### config.mk
export PLATFORM = sky130hd
export DESIGN_NAME = fare_display
export DESIGN_NICKNAME = d
export VERILOG_FILES = /design/src/rtl/fare_display_pkg.sv /design/src/rtl/fare_amount_map.sv /design/src/rtl/fare_decimal_split.sv /design/src/rtl/fare_seg_encode.sv /design/src/rtl/fare_display.sv
export SDC_FILE = /design/constraint.sdc
export NUM_CORES = 1
export LEC_CHECK = 0
export ABC_AREA = 0
export BUFFER_PORTS_ARGS = -buffer_cell sky130_fd_sc_hd__buf_2
export CAP_MARGIN = 20
export CORE_MARGIN = 5
export CORE_UTILIZATION = 26
export CTS_BUF_LIST = sky130_fd_sc_hd__clkbuf_4 sky130_fd_sc_hd__clkbuf_8 sky130_fd_sc_hd__clkbuf_16
export DETAILED_ROUTE_END_ITERATION = 8
export GPL_TIMING_DRIVEN = 1
export MAX_ROUTING_LAYER = met4
export PLACE_DENSITY = 0.6
export SLEW_MARGIN = 20
export SYNTH_ARGS = -nofsm -noshare
export SYNTH_HDL_FRONTEND = slang
export SYNTH_SLANG_ARGS = --single-unit
export TNS_END_PERCENT = 1
### constraint.sdc
create_clock -name clk -period 2.15 [get_ports clk]
set_input_delay 0.215 -clock clk [delete_from_list [all_inputs] [get_ports clk]]
set_output_delay 0.215 -clock clk [all_outputs]
set_load 0.02 [all_outputs]
### src/rtl/fare_display_pkg.sv
package fare_display_pkg;

    localparam int SEG_W   = 7;
    localparam int DIGIT_W = 4;

    typedef enum logic [2:0] {
        CR_NONE = 3'b000,
        CR_FIVE = 3'b001,
        CR_TEN  = 3'b010,
        CR_PAID = 3'b011,
        CR_OVER = 3'b100
    } credit_e;

    typedef logic [SEG_W-1:0]   seg_t;
    typedef logic [DIGIT_W-1:0] digit_t;

    // Active-high glyph, bit order {g,f,e,d,c,b,a}
    function automatic seg_t glyph_of(input digit_t d);
        seg_t g;
        unique case (d)
            4'd0:    g = 7'h3F;
            4'd1:    g = 7'h06;
            4'd2:    g = 7'h5B;
            4'd3:    g = 7'h4F;
            4'd4:    g = 7'h66;
            4'd5:    g = 7'h6D;
            4'd6:    g = 7'h7D;
            4'd7:    g = 7'h07;
            4'd8:    g = 7'h7F;
            4'd9:    g = 7'h6F;
            default: g = 7'h40;
        endcase
        return g;
    endfunction

endpackage

### src/rtl/fare_amount_map.sv
module fare_amount_map
    import fare_display_pkg::*;
#(
    parameter int PRICE    = 15,
    parameter int STEP     = 5,
    parameter int TOP_CODE = 4,
    parameter int CODE_W   = 3,
    localparam int AMT_W   = $clog2(PRICE + 1)
) (
    input  logic [CODE_W-1:0] code_i,
    output logic [AMT_W-1:0]  owed_o
);

    localparam int WIDE_W = 16;

    logic [WIDE_W-1:0] credit;
    logic              legal;

    always_comb begin
        legal  = (WIDE_W'(code_i) <= WIDE_W'(TOP_CODE));
        credit = legal ? WIDE_W'(code_i) * WIDE_W'(STEP) : '0;
        if (credit >= WIDE_W'(PRICE)) begin
            owed_o = '0;
        end else begin
            owed_o = AMT_W'(WIDE_W'(PRICE) - credit);
        end
    end

endmodule

### src/rtl/fare_decimal_split.sv
module fare_decimal_split
    import fare_display_pkg::*;
#(
    parameter int AMT_W = 4
) (
    input  logic [AMT_W-1:0] amount_i,
    output digit_t           tens_o,
    output digit_t           units_o
);

    localparam int WIDE_W = 8;

    logic [WIDE_W-1:0] wide;

    always_comb begin
        wide    = WIDE_W'(amount_i);
        tens_o  = DIGIT_W'(wide / WIDE_W'(10));
        units_o = DIGIT_W'(wide % WIDE_W'(10));
    end

endmodule

### src/rtl/fare_seg_encode.sv
module fare_seg_encode
    import fare_display_pkg::*;
#(
    parameter bit BLANK_ZERO = 1'b0,
    parameter bit ACTIVE_LOW = 1'b0
) (
    input  digit_t digit_i,
    output seg_t   seg_o
);

    seg_t lit;

    generate
        if (BLANK_ZERO) begin : g_blank
            assign lit = (digit_i == '0) ? '0 : glyph_of(digit_i);
        end else begin : g_plain
            assign lit = glyph_of(digit_i);
        end

        if (ACTIVE_LOW) begin : g_low
            assign seg_o = ~lit;
        end else begin : g_high
            assign seg_o = lit;
        end
    endgenerate

endmodule

### src/rtl/fare_display.sv
module fare_display
    import fare_display_pkg::*;
#(
    parameter int PRICE           = 15,
    parameter int STEP            = 5,
    parameter int TOP_CODE        = 4,
    parameter int CODE_W          = 3,
    parameter bit BLANK_LEAD_ZERO = 1'b0,
    parameter bit SEG_ACTIVE_LOW  = 1'b0
) (
    input  logic              clk,
    input  logic              rst,
    input  logic [CODE_W-1:0] credit_code,
    output logic [6:0]        seg_tens,
    output logic [6:0]        seg_units
);

    localparam int AMT_W  = $clog2(PRICE + 1);
    localparam int N_DIG  = 2;

    logic [AMT_W-1:0]              owed;
    logic [AMT_W-1:0]              shown;
    digit_t [N_DIG-1:0]            digit;
    seg_t   [N_DIG-1:0]            seg_next;

    fare_amount_map #(
        .PRICE    (PRICE),
        .STEP     (STEP),
        .TOP_CODE (TOP_CODE),
        .CODE_W   (CODE_W)
    ) u_map (
        .code_i (credit_code),
        .owed_o (owed)
    );

    // Reset path loads the full fare through the same encoders
    assign shown = rst ? AMT_W'(PRICE) : owed;

    fare_decimal_split #(
        .AMT_W (AMT_W)
    ) u_split (
        .amount_i (shown),
        .tens_o   (digit[1]),
        .units_o  (digit[0])
    );

    // Index 0 = units (never blanked), index 1 = tens
    generate
        for (genvar gi = 0; gi < N_DIG; gi++) begin : g_digit
            fare_seg_encode #(
                .BLANK_ZERO ((gi == 1) ? BLANK_LEAD_ZERO : 1'b0),
                .ACTIVE_LOW (SEG_ACTIVE_LOW)
            ) u_enc (
                .digit_i (digit[gi]),
                .seg_o   (seg_next[gi])
            );
        end
    endgenerate

    always_ff @(posedge clk) begin
        seg_units <= seg_next[0];
        seg_tens  <= seg_next[1];
    end

endmodule

# --- Yosys cells after proc, flatten, opt, wreduce, memory -nomap -nowiden ---
# Memory sizes are Yosys's and may differ from the RTL's. A register that Yosys moved wholly into a read port is not among the register bits.
# Cells that the tools add are included.
word_totals:
  regBits: 0
  romBits: 224
  input_bits: 5
  output_inout_bits: 14
  wordCells: 11
  n_memories: 2
op_classes:
  n_addsub: 1
  multipliers: 1
  div: 2
  n_lt_le_gt_ge: 2
  n_mux: 3
memory_table:
  columns: ["memory", "depth", "word_bits", "rd", "rd_clocked_by_memory_dff", "wr", "line_no", "source"]
  rows:
  - ["(name not given)", 16, 7, 1, 1, 0, "fare_display_pkg.sv:20", "unique case (d)"]
  - ["(name not given)", 16, 7, 1, 1, 0, "fare_display_pkg.sv:20", null]
ops:
  columns: ["operator", "count"]
  rows:
  - ["4-bit by 4-bit divider with 8-bit output, second input constant", 1]
  - ["4-bit by 4-bit remainder unit with 8-bit output, second input constant", 1]
  - ["4-bit 2-to-1 mux", 2]
  - ["6-bit by 4-bit greater-or-equal comparator with 1-bit output, second input constant", 1]
  - ["3-bit by 3-bit multiplier with 6-bit output, second input constant", 1]
  - ["6-bit 2-to-1 mux", 1]
  - ["4-bit subtractor, first input constant", 1]
  - ["3-bit <= comparator, second input constant", 1]

# --- Longest topological paths before layout ---
# Gate-level depths: netlist of run 1.
logic_depth:
  word_depth: 6
  ltp_mapped: 10
  mapped_depth_nobuf: 10

# --- Modules after synthesis ---
# A second synthesis of run 1 with hierarchy kept.
unflattened:
  hier_cells: 99
  area_unflattened_um2: 908.4
modules_own_cells:
  columns: ["module", "n_inst", "cells_each", "area_each_um2", "seq_area_each_um2"]
  rows:
  - ["fare_seg_encode", 2, 29, 225.2, 0.0]
  - ["fare_display", 1, 18, 305.3, 280.3]
  - ["fare_decimal_split", 1, 15, 93.8, 0.0]
  - ["fare_amount_map", 1, 8, 58.8, 0.0]

# --- Least setup slack after synthesis of run 1 ---
# Ideal clock, no wire load.
synth_path:
  path_kind: "input to register"
  from: "input port credit_code[0]"
  to: "register seg_units[6]"
  setup_time_ps: 79
  arrival_ps: 2037
  required_ps: 2071
  setup_slack_ps: 33
  cell_stages: 9
  n_path_buf: 0
  path_cell_list: "ha_1 > ha_1 > nor2_1 > and4_1 > o211ai_1 > inv_1 > ha_1 > or3_1 > o211ai_1"
synth_via:
  elab_chain_cells: 6
  elab_cells_between_ends: 8
  classes_between: "add/sub: 1; mul: 1; div: 1; order compare: 2; mux: 3"
synth_lines:
  columns: ["element", "line_no", "source"]
  rows:
  - ["start: declaration", "fare_display.sv:13", "input logic [CODE_W-1:0] credit_code,"]
  - ["3-bit by 3-bit multiplier with 6-bit output / 3-bit <= comparator (equally long branches)", "fare_amount_map.sv:21, fare_amount_map.sv:20", null]
  - ["6-bit 2-to-1 mux (*)", "fare_amount_map.sv:21", "credit = legal ? WIDE_W'(code_i) * WIDE_W'(STEP) : '0;"]
  - ["6-bit by 4-bit greater-or-equal comparator with 1-bit output / 4-bit subtractor (equally long branches)", "fare_amount_map.sv:22, fare_amount_map.sv:25", null]
  - ["4-bit 2-to-1 mux (*)", "fare_amount_map.sv:22", "if (credit >= WIDE_W'(PRICE)) begin"]
  - ["4-bit 2-to-1 mux (*)", "fare_display.sv:37", "assign shown = rst ? AMT_W'(PRICE) : owed;"]
  - ["4-bit by 4-bit remainder unit with 8-bit output (*)", "fare_decimal_split.sv:18", "units_o = DIGIT_W'(wide % WIDE_W'(10));"]
  - ["end: declaration", "fare_display.sv:15", "output logic [6:0] seg_units"]
# Every way passes the cells marked *; elsewhere a longest branch is shown, timed or not.

# --- Worst setup path after layout of run 1 ---
layout_path:
  from: "input port credit_code[2]"
  to: "register seg_units[5]"
# Same word-level chain as after synthesis.

==> summary.txt, run 1 <==
Outcome
  – Status: finished clean

Critical path
  – Critical path, cell by cell: buf_2 > ha_1 > ha_1 > nor2_1 > and4_1 > o211ai_1 > inv_1 > ha_1 > or3_1 > o211ai_1
  – Crit Path Category: input pin to register
  – Crit path max fanout: 4
  – Slowest cell delay on critical path: 390 ps
  – Crit end category: register
  – Critical-path top delay cell: or3_1
  – Setup crit start kind: input pin
  – Critical path required time: 2320 ps
  – Critical Path AT: 2060 ps
  – CP most frequent cell: ha_1

Yosys
  – Post-Syn Instances: 65
  – Cell Area, Synth: 592 um^2
  – Post-synth top area cell: dfxtp_1
  – Sequential area share after synthesis: 27.1%
  – Synth top area share: 27.1%
  – Mean post-synth cell area: 9.10 um^2
  – YS warnings: 0
  – Largest cells by area after synthesis: dfxtp_1 27%, ha_1 19%, buf_4 7.6%, inv_1 5.1%, mux2_1 3.8%
  – Yosys reg bits: 8
  – Synth cell types: 26

Detailed routing
  – Total wire length: 1100 um
  – Drt wl/cell: 9.72 um
  – Via Count: 483
  – DR iter-0 viols: 4
  – Post-DRT Antenna Nets: 0
  – Vias per cell: 4.27
  – TritonRoute pass-1 iters: 4
  – Drt drc: 0

Layout
  – Non-filler cells, final: 113
  – Antenna cells: 0
  – Layout Area Growth over Synthesis: 24.3%
  – Net count reported at finish: 101
  – Layout cells sized above 1: 37.6%

Global route
  – Vias in the first global route: 448
  – Initial antenna violation count: 0
  – Largest net degree at the start of global routing: 8
  – Global route overflow: 0
  – Global-route wire length before repair: 1730 um
  – Gr usage total: 7.19%

Power and ir drop
  – Peak supply drop: 0.000223 V
  – Total power: 413 uW
  – Leakage: 0.000381 uW
  – Power per cell area: 561 nW/um^2

Floorplan
  – Die Y: 57.7 um
  – Core Rows: 17
  – Die Wd: 57.7 um
  – Starting Density: 27.0%
  – Die Area: 3330 um^2
  – I/O pin count: 19
  – Core area: 2190 um^2

STA
  – Setup TNS: 0 ps
  – RSZ-0062 raised after global routing: no
  – Fin Hold WS: 179 ps
  – Fmax: 528 MHz
  – Slew Viols, Final: 0
  – Period minus WS final: 1890 ps
  – Final setup vio count: 0
  – Fin. Hold Viols: 0
  – Tcrit/Tclk final: 88.0%

Flow run
  – Max cap viols: 0

CTS
  – Total clock buffers created by CTS: 3
  – Root Driver: clkbuf_4
  – CTS tree: yes
  – Hold_buf cts: 0
  – TritonCTS Sinks: 8
  – Clk buf depth: 2
  – H-tree depth: 1
  – Clock Pin Slew Worst Setup and Hold Paths: 50 ps
  – PostCTS Resize Cnt: 0
  – Setup bufs post-CTS: 0

Place
  – DPL Wire Length: 935 um
  – IO Port Bufs: 15
  – Dpl cells: 110
  – GPL Wtd Cong: 0.739

Hold path
  – Worst Hold End: seg_tens[4]
  – Hold path startpoint: rst
  – Hold path depth: 2
  – Hold crit path type: input pin to register
[cells in the final DEF (no fill, tap or decap), drive strengths merged]
cell / synthesis / layout
buf: 6 / 22
ha: 9 / 9
inv: 8 / 8
dfxtp: 8 / 8
nand2: 4 / 4
o211ai: 3 / 3
conb: 2 / 3
clkbuf: 0 / 3
mux2: 3 / 3
nand2b: 2 / 2
a21oi: 2 / 2
nor2: 2 / 2
nor3: 2 / 2
or2: 2 / 2
nor3b: 2 / 2
and4: 1 / 1
nor2b: 1 / 1
nand3: 1 / 1
o21ai: 1 / 1
nand3b: 1 / 1
a31oi: 1 / 1
o21bai: 1 / 1
or3: 1 / 1
a21boi: 1 / 1
mux2i: 1 / 1
[routing by layer]
layer	wire length (um)	global-route usage, %
met5	0	-
met4	36	5.96
met3	106	2.67
met2	527	12.4
met1	427	6.08
[cell usage after synthesis]
cell	number
a21boi_0	1
a21oi_1	2
a31oi_1	1
and4_1	1
buf_4	6
conb_1	2
dfxtp_1	8
ha_1	9
inv_1	8
mux2_1	2
mux2_4	1
mux2i_1	1
nand2_1	4
nand2b_1	2
nand3_1	1
nand3b_2	1
nor2_1	2
nor2b_1	1
nor3_1	2
nor3b_2	1
nor3b_4	1
o211ai_1	3
o21ai_0	1
o21bai_2	1
or2_2	2
or3_1	1
[cell families (layout without fill, tap and decap cells)]
logic type / Yosys count / in the layout / synth area share, %
compound gates: 9 / 9 / 10.6
fa+ha+maj: 9 / 9 / 19.0
buf+inv: 14 / 33 / 12.7
flops: 8 / 8 / 27.1
mux: 4 / 4 / 8.03
other cells: 2 / 3 / 1.27
simple gates: 19 / 19 / 21.4
[registers in the layout, summed over array words and instances, names as in the netlist]
| name | flops |
|---|---|
| seg_tens | 1 |
| seg_units | 7 |
[cell type report]
| cell class | instances | area, um^2 |
|---|---|---|
| multi-input cells | 44 | 360 |
| flip-flops and latches | 8 | 160 |
| fillers | 231 | 1460 |
| repair buffers | 22 | 128 |
| well taps | 28 | 35.0 |
| inverters | 8 | 30.0 |
| clock buffers | 3 | 22.5 |
[worst max-delay path by stage]
stage / startpoint / to / slack [ps] / cells past startpoint
after floorplan: credit_code[0] / seg_units[6] / 30 / 9
after global placement: credit_code[2] / seg_units[6] / 50 / 10
after detailed placement: credit_code[2] / seg_units[5] / -9 / 10
after CTS: credit_code[2] / seg_units[5] / 250 / 10
after global routing: credit_code[0] / seg_units[5] / 150 / 10
final: credit_code[2] / seg_units[5] / 260 / 10
[stage by stage]
| step | worst slack (ps) | util, % | area (um^2) |
|---|---|---|---|
| floorplan | 33.4 | - | 596 |
| global placement | 47.4 | 32.6 | 713 |
| detailed placement | -9.48 | 32.6 | 713 |
| CTS | 252 | 33.6 | 736 |
| global route | 153 | 33.6 | 736 |
| finish | 257 | 33.6 | 736 |
[report_power, final]
group	leakage, uW	total [uW]	internal, uW	switching, uW
logic	0.000301	134	54.8	79.6
clock network	0.0000138	111	63.6	47.7
registers	0.0000665	167	164	3.42
total	0.000381	413	282	131
[worst max-delay path: cells and delay by family]
kind                     cells  cell delay [ps]
AO/OA/AOI/OAI                2              300
buffers and inverters        2              200
AND/OR/NAND/NOR              3              650
adder cells (fa/ha/maj)      3              710
Power figures use the tool's default switching activity.
==> run 2, diff against run 1 <==
- CORE_ASPECT_RATIO: not set -> 1.4
- REMOVE_ABC_BUFFERS: not set -> 1
==> summary.txt, run 2 (same netlist as run 1, synthesis figures left out) <==
Outcome
  – Status: finished clean

CTS
  – CTS tree: yes
  – Clk buf depth: 2 (unchanged)
  – H-tree depth: 1 (unchanged)
  – Root Driver: clkbuf_4
  – Total clock buffers created by CTS: 3 (unchanged)
  – TritonCTS Sinks: 8 (unchanged)
  – Hold_buf cts: 0 (unchanged)
  – Setup bufs post-CTS: 0 (unchanged)
  – Clock Pin Slew Worst Setup and Hold Paths: 50 ps (about the same)
  – PostCTS Resize Cnt: 0 (unchanged)

Detailed routing
  – Post-DRT Antenna Nets: 0 (unchanged)
  – Total wire length: 1010 um (-7.9%)
  – TritonRoute pass-1 iters: 3 (-1)
  – DR iter-0 viols: 2 (-2)
  – Drt drc: 0 (unchanged)
  – Vias per cell: 4.48 (+4.8%)
  – Via Count: 475 (-1.7%)
  – Drt wl/cell: 9.54 um (-1.8%)

Critical path
  – Critical path, cell by cell: buf_2 > ha_1 > ha_1 > nor2_1 > and4_1 > o211ai_1 > inv_1 > ha_1 > or3_1 > o211ai_1
  – Setup crit start kind: input pin
  – Crit path max fanout: 4 (unchanged)
  – Crit Path Category: input pin to register
  – Critical path required time: 2320 ps (about the same)
  – Critical Path AT: 2070 ps (about the same)
  – Crit path max-delay family: adder cells
  – Slowest cell delay on critical path: 390 ps (about the same)
  – CP most frequent cell: ha_1
  – Critical-path top delay cell: or3_1
  – Worst path bufs/invs: 2 (unchanged)
  – Crit end category: register

Global route
  – Initial antenna violation count: 0 (unchanged)
  – Global route overflow: 0 (unchanged)
  – Vias in the first global route: 461 (+2.9%)
  – Largest net degree at the start of global routing: 8 (unchanged)
  – Gr usage total: 7.07% (-0.12 points)
  – Global-route wire length before repair: 1810 um (+5.2%)

STA
  – Final setup vio count: 0 (unchanged)
  – Period minus WS final: 1910 ps (+15.8 ps)
  – Fin. Hold Viols: 0 (unchanged)
  – Slew Viols, Final: 0 (unchanged)
  – Fmax: 524 MHz (-0.83%)
  – Tcrit/Tclk final: 88.8% (+0.73 points)
  – RSZ-0062 raised after global routing: no
  – Setup TNS: 0 ps (unchanged)
  – Fin Hold WS: 197 ps (+17.4 ps)

Layout
  – Most frequent cells in the layout: 15 x buf_2, 9 x ha_1, 8 x inv_1, 8 x dfxtp_1, 6 x buf_4
  – Biggest regs: seg_units (7), seg_tens (1)
  – Leading cell type in the layout, fill and taps excluded: buf_2
  – Number of flip-flops in the largest register: 7 (unchanged)
  – Non-filler cells, final: 106 (-6.2%)
  – Layout cells sized above 1: 36.9% (-0.74 points)
  – Biggest register: seg_units
  – Net count reported at finish: 100 (-0.99%)
  – Antenna cells: 0 (unchanged)
  – Final core occ: 33.1% (-0.48 points)
  – Layout Area Growth over Synthesis: 21.8%

Place
  – DPL Wire Length: 872 um (-6.7%)
  – IO Port Bufs: 15 (unchanged)
  – GPL Wtd Cong: 0.762 (+3.1%)
  – Dpl cells: 103 (-6.4%)

Floorplan
  – Core Rows: 20 (+3)
  – Starting Density: 27.2% (+0.17 points)
  – I/O pin count: 19 (unchanged)
  – Core area: 2180 um^2 (-0.63%)
  – Die Wd: 50.3 um (-13%)
  – Die Y: 66.5 um (+15%)
  – Die Area: 3340 um^2 (+0.40%)

Power and ir drop
  – Peak supply drop: 0.000152 V (-32%)
  – Leakage: 0.000376 uW (-1.4%)
  – Total power: 406 uW (-1.7%)
  – Power per cell area: 563 nW/um^2 (+0.35%)

Hold path
  – Hold path depth: 2 (unchanged)
  – Hold path startpoint: rst
  – Hold crit path type: input pin to register
  – Worst Hold End: seg_tens[4]

Flow run
  – Max cap viols: 0 (unchanged)
[run 2: changes by cell type in the layout (fill, tap and decap cells not counted), sizes merged]
cell  delta
buf      -1
[run 2: per-stage QoR]
stage	setup slack, ps	area (um^2)
6_report	241	721
5_1_grt	166	721
4_1_cts	237	721
3_5_place_dp	-20.5	698
3_3_place_gp	9.97	698
2_1_floorplan	33.4	551
[run 2: layer usage]
metal | GRT usage (%) | routed length (um)
met1 | 6.61 | 383
met2 | 12.7 | 530
met3 | 0.671 | 86
met4 | 5.75 | 10
met5 | - | 0
[run 2: cell type report]
type                            count  area [um^2]
Sequential cell                     8          160
Tap cell                           22         27.5
Clock buffer                        3         22.5
Inverter                            8         30.0
Fill cell                         223         1460
Multi-Input combinational cell     44          360
Timing Repair Buffer               21          120
[run 2: how the worst max path moves through the flow]
stage / startpoint / endpoint / cells past startpoint
2_1_floorplan: credit_code[0] / seg_units[6] / 9
3_3_place_gp: credit_code[0] / seg_units[5] / 10
3_5_place_dp: credit_code[0] / seg_units[5] / 10
4_1_cts: credit_code[0] / seg_units[5] / 10
5_1_grt: credit_code[0] / seg_units[6] / 10
6_report: credit_code[0] / seg_units[5] / 10
[run 2: power breakdown]
group	internal [uW]	switching (uW)	leakage [uW]	total, uW
logic	53.6	78.2	0.000295	132
registers	164	3.30	0.0000665	167
clock network	63.4	43.6	0.0000138	107
total	281	125	0.000376	406
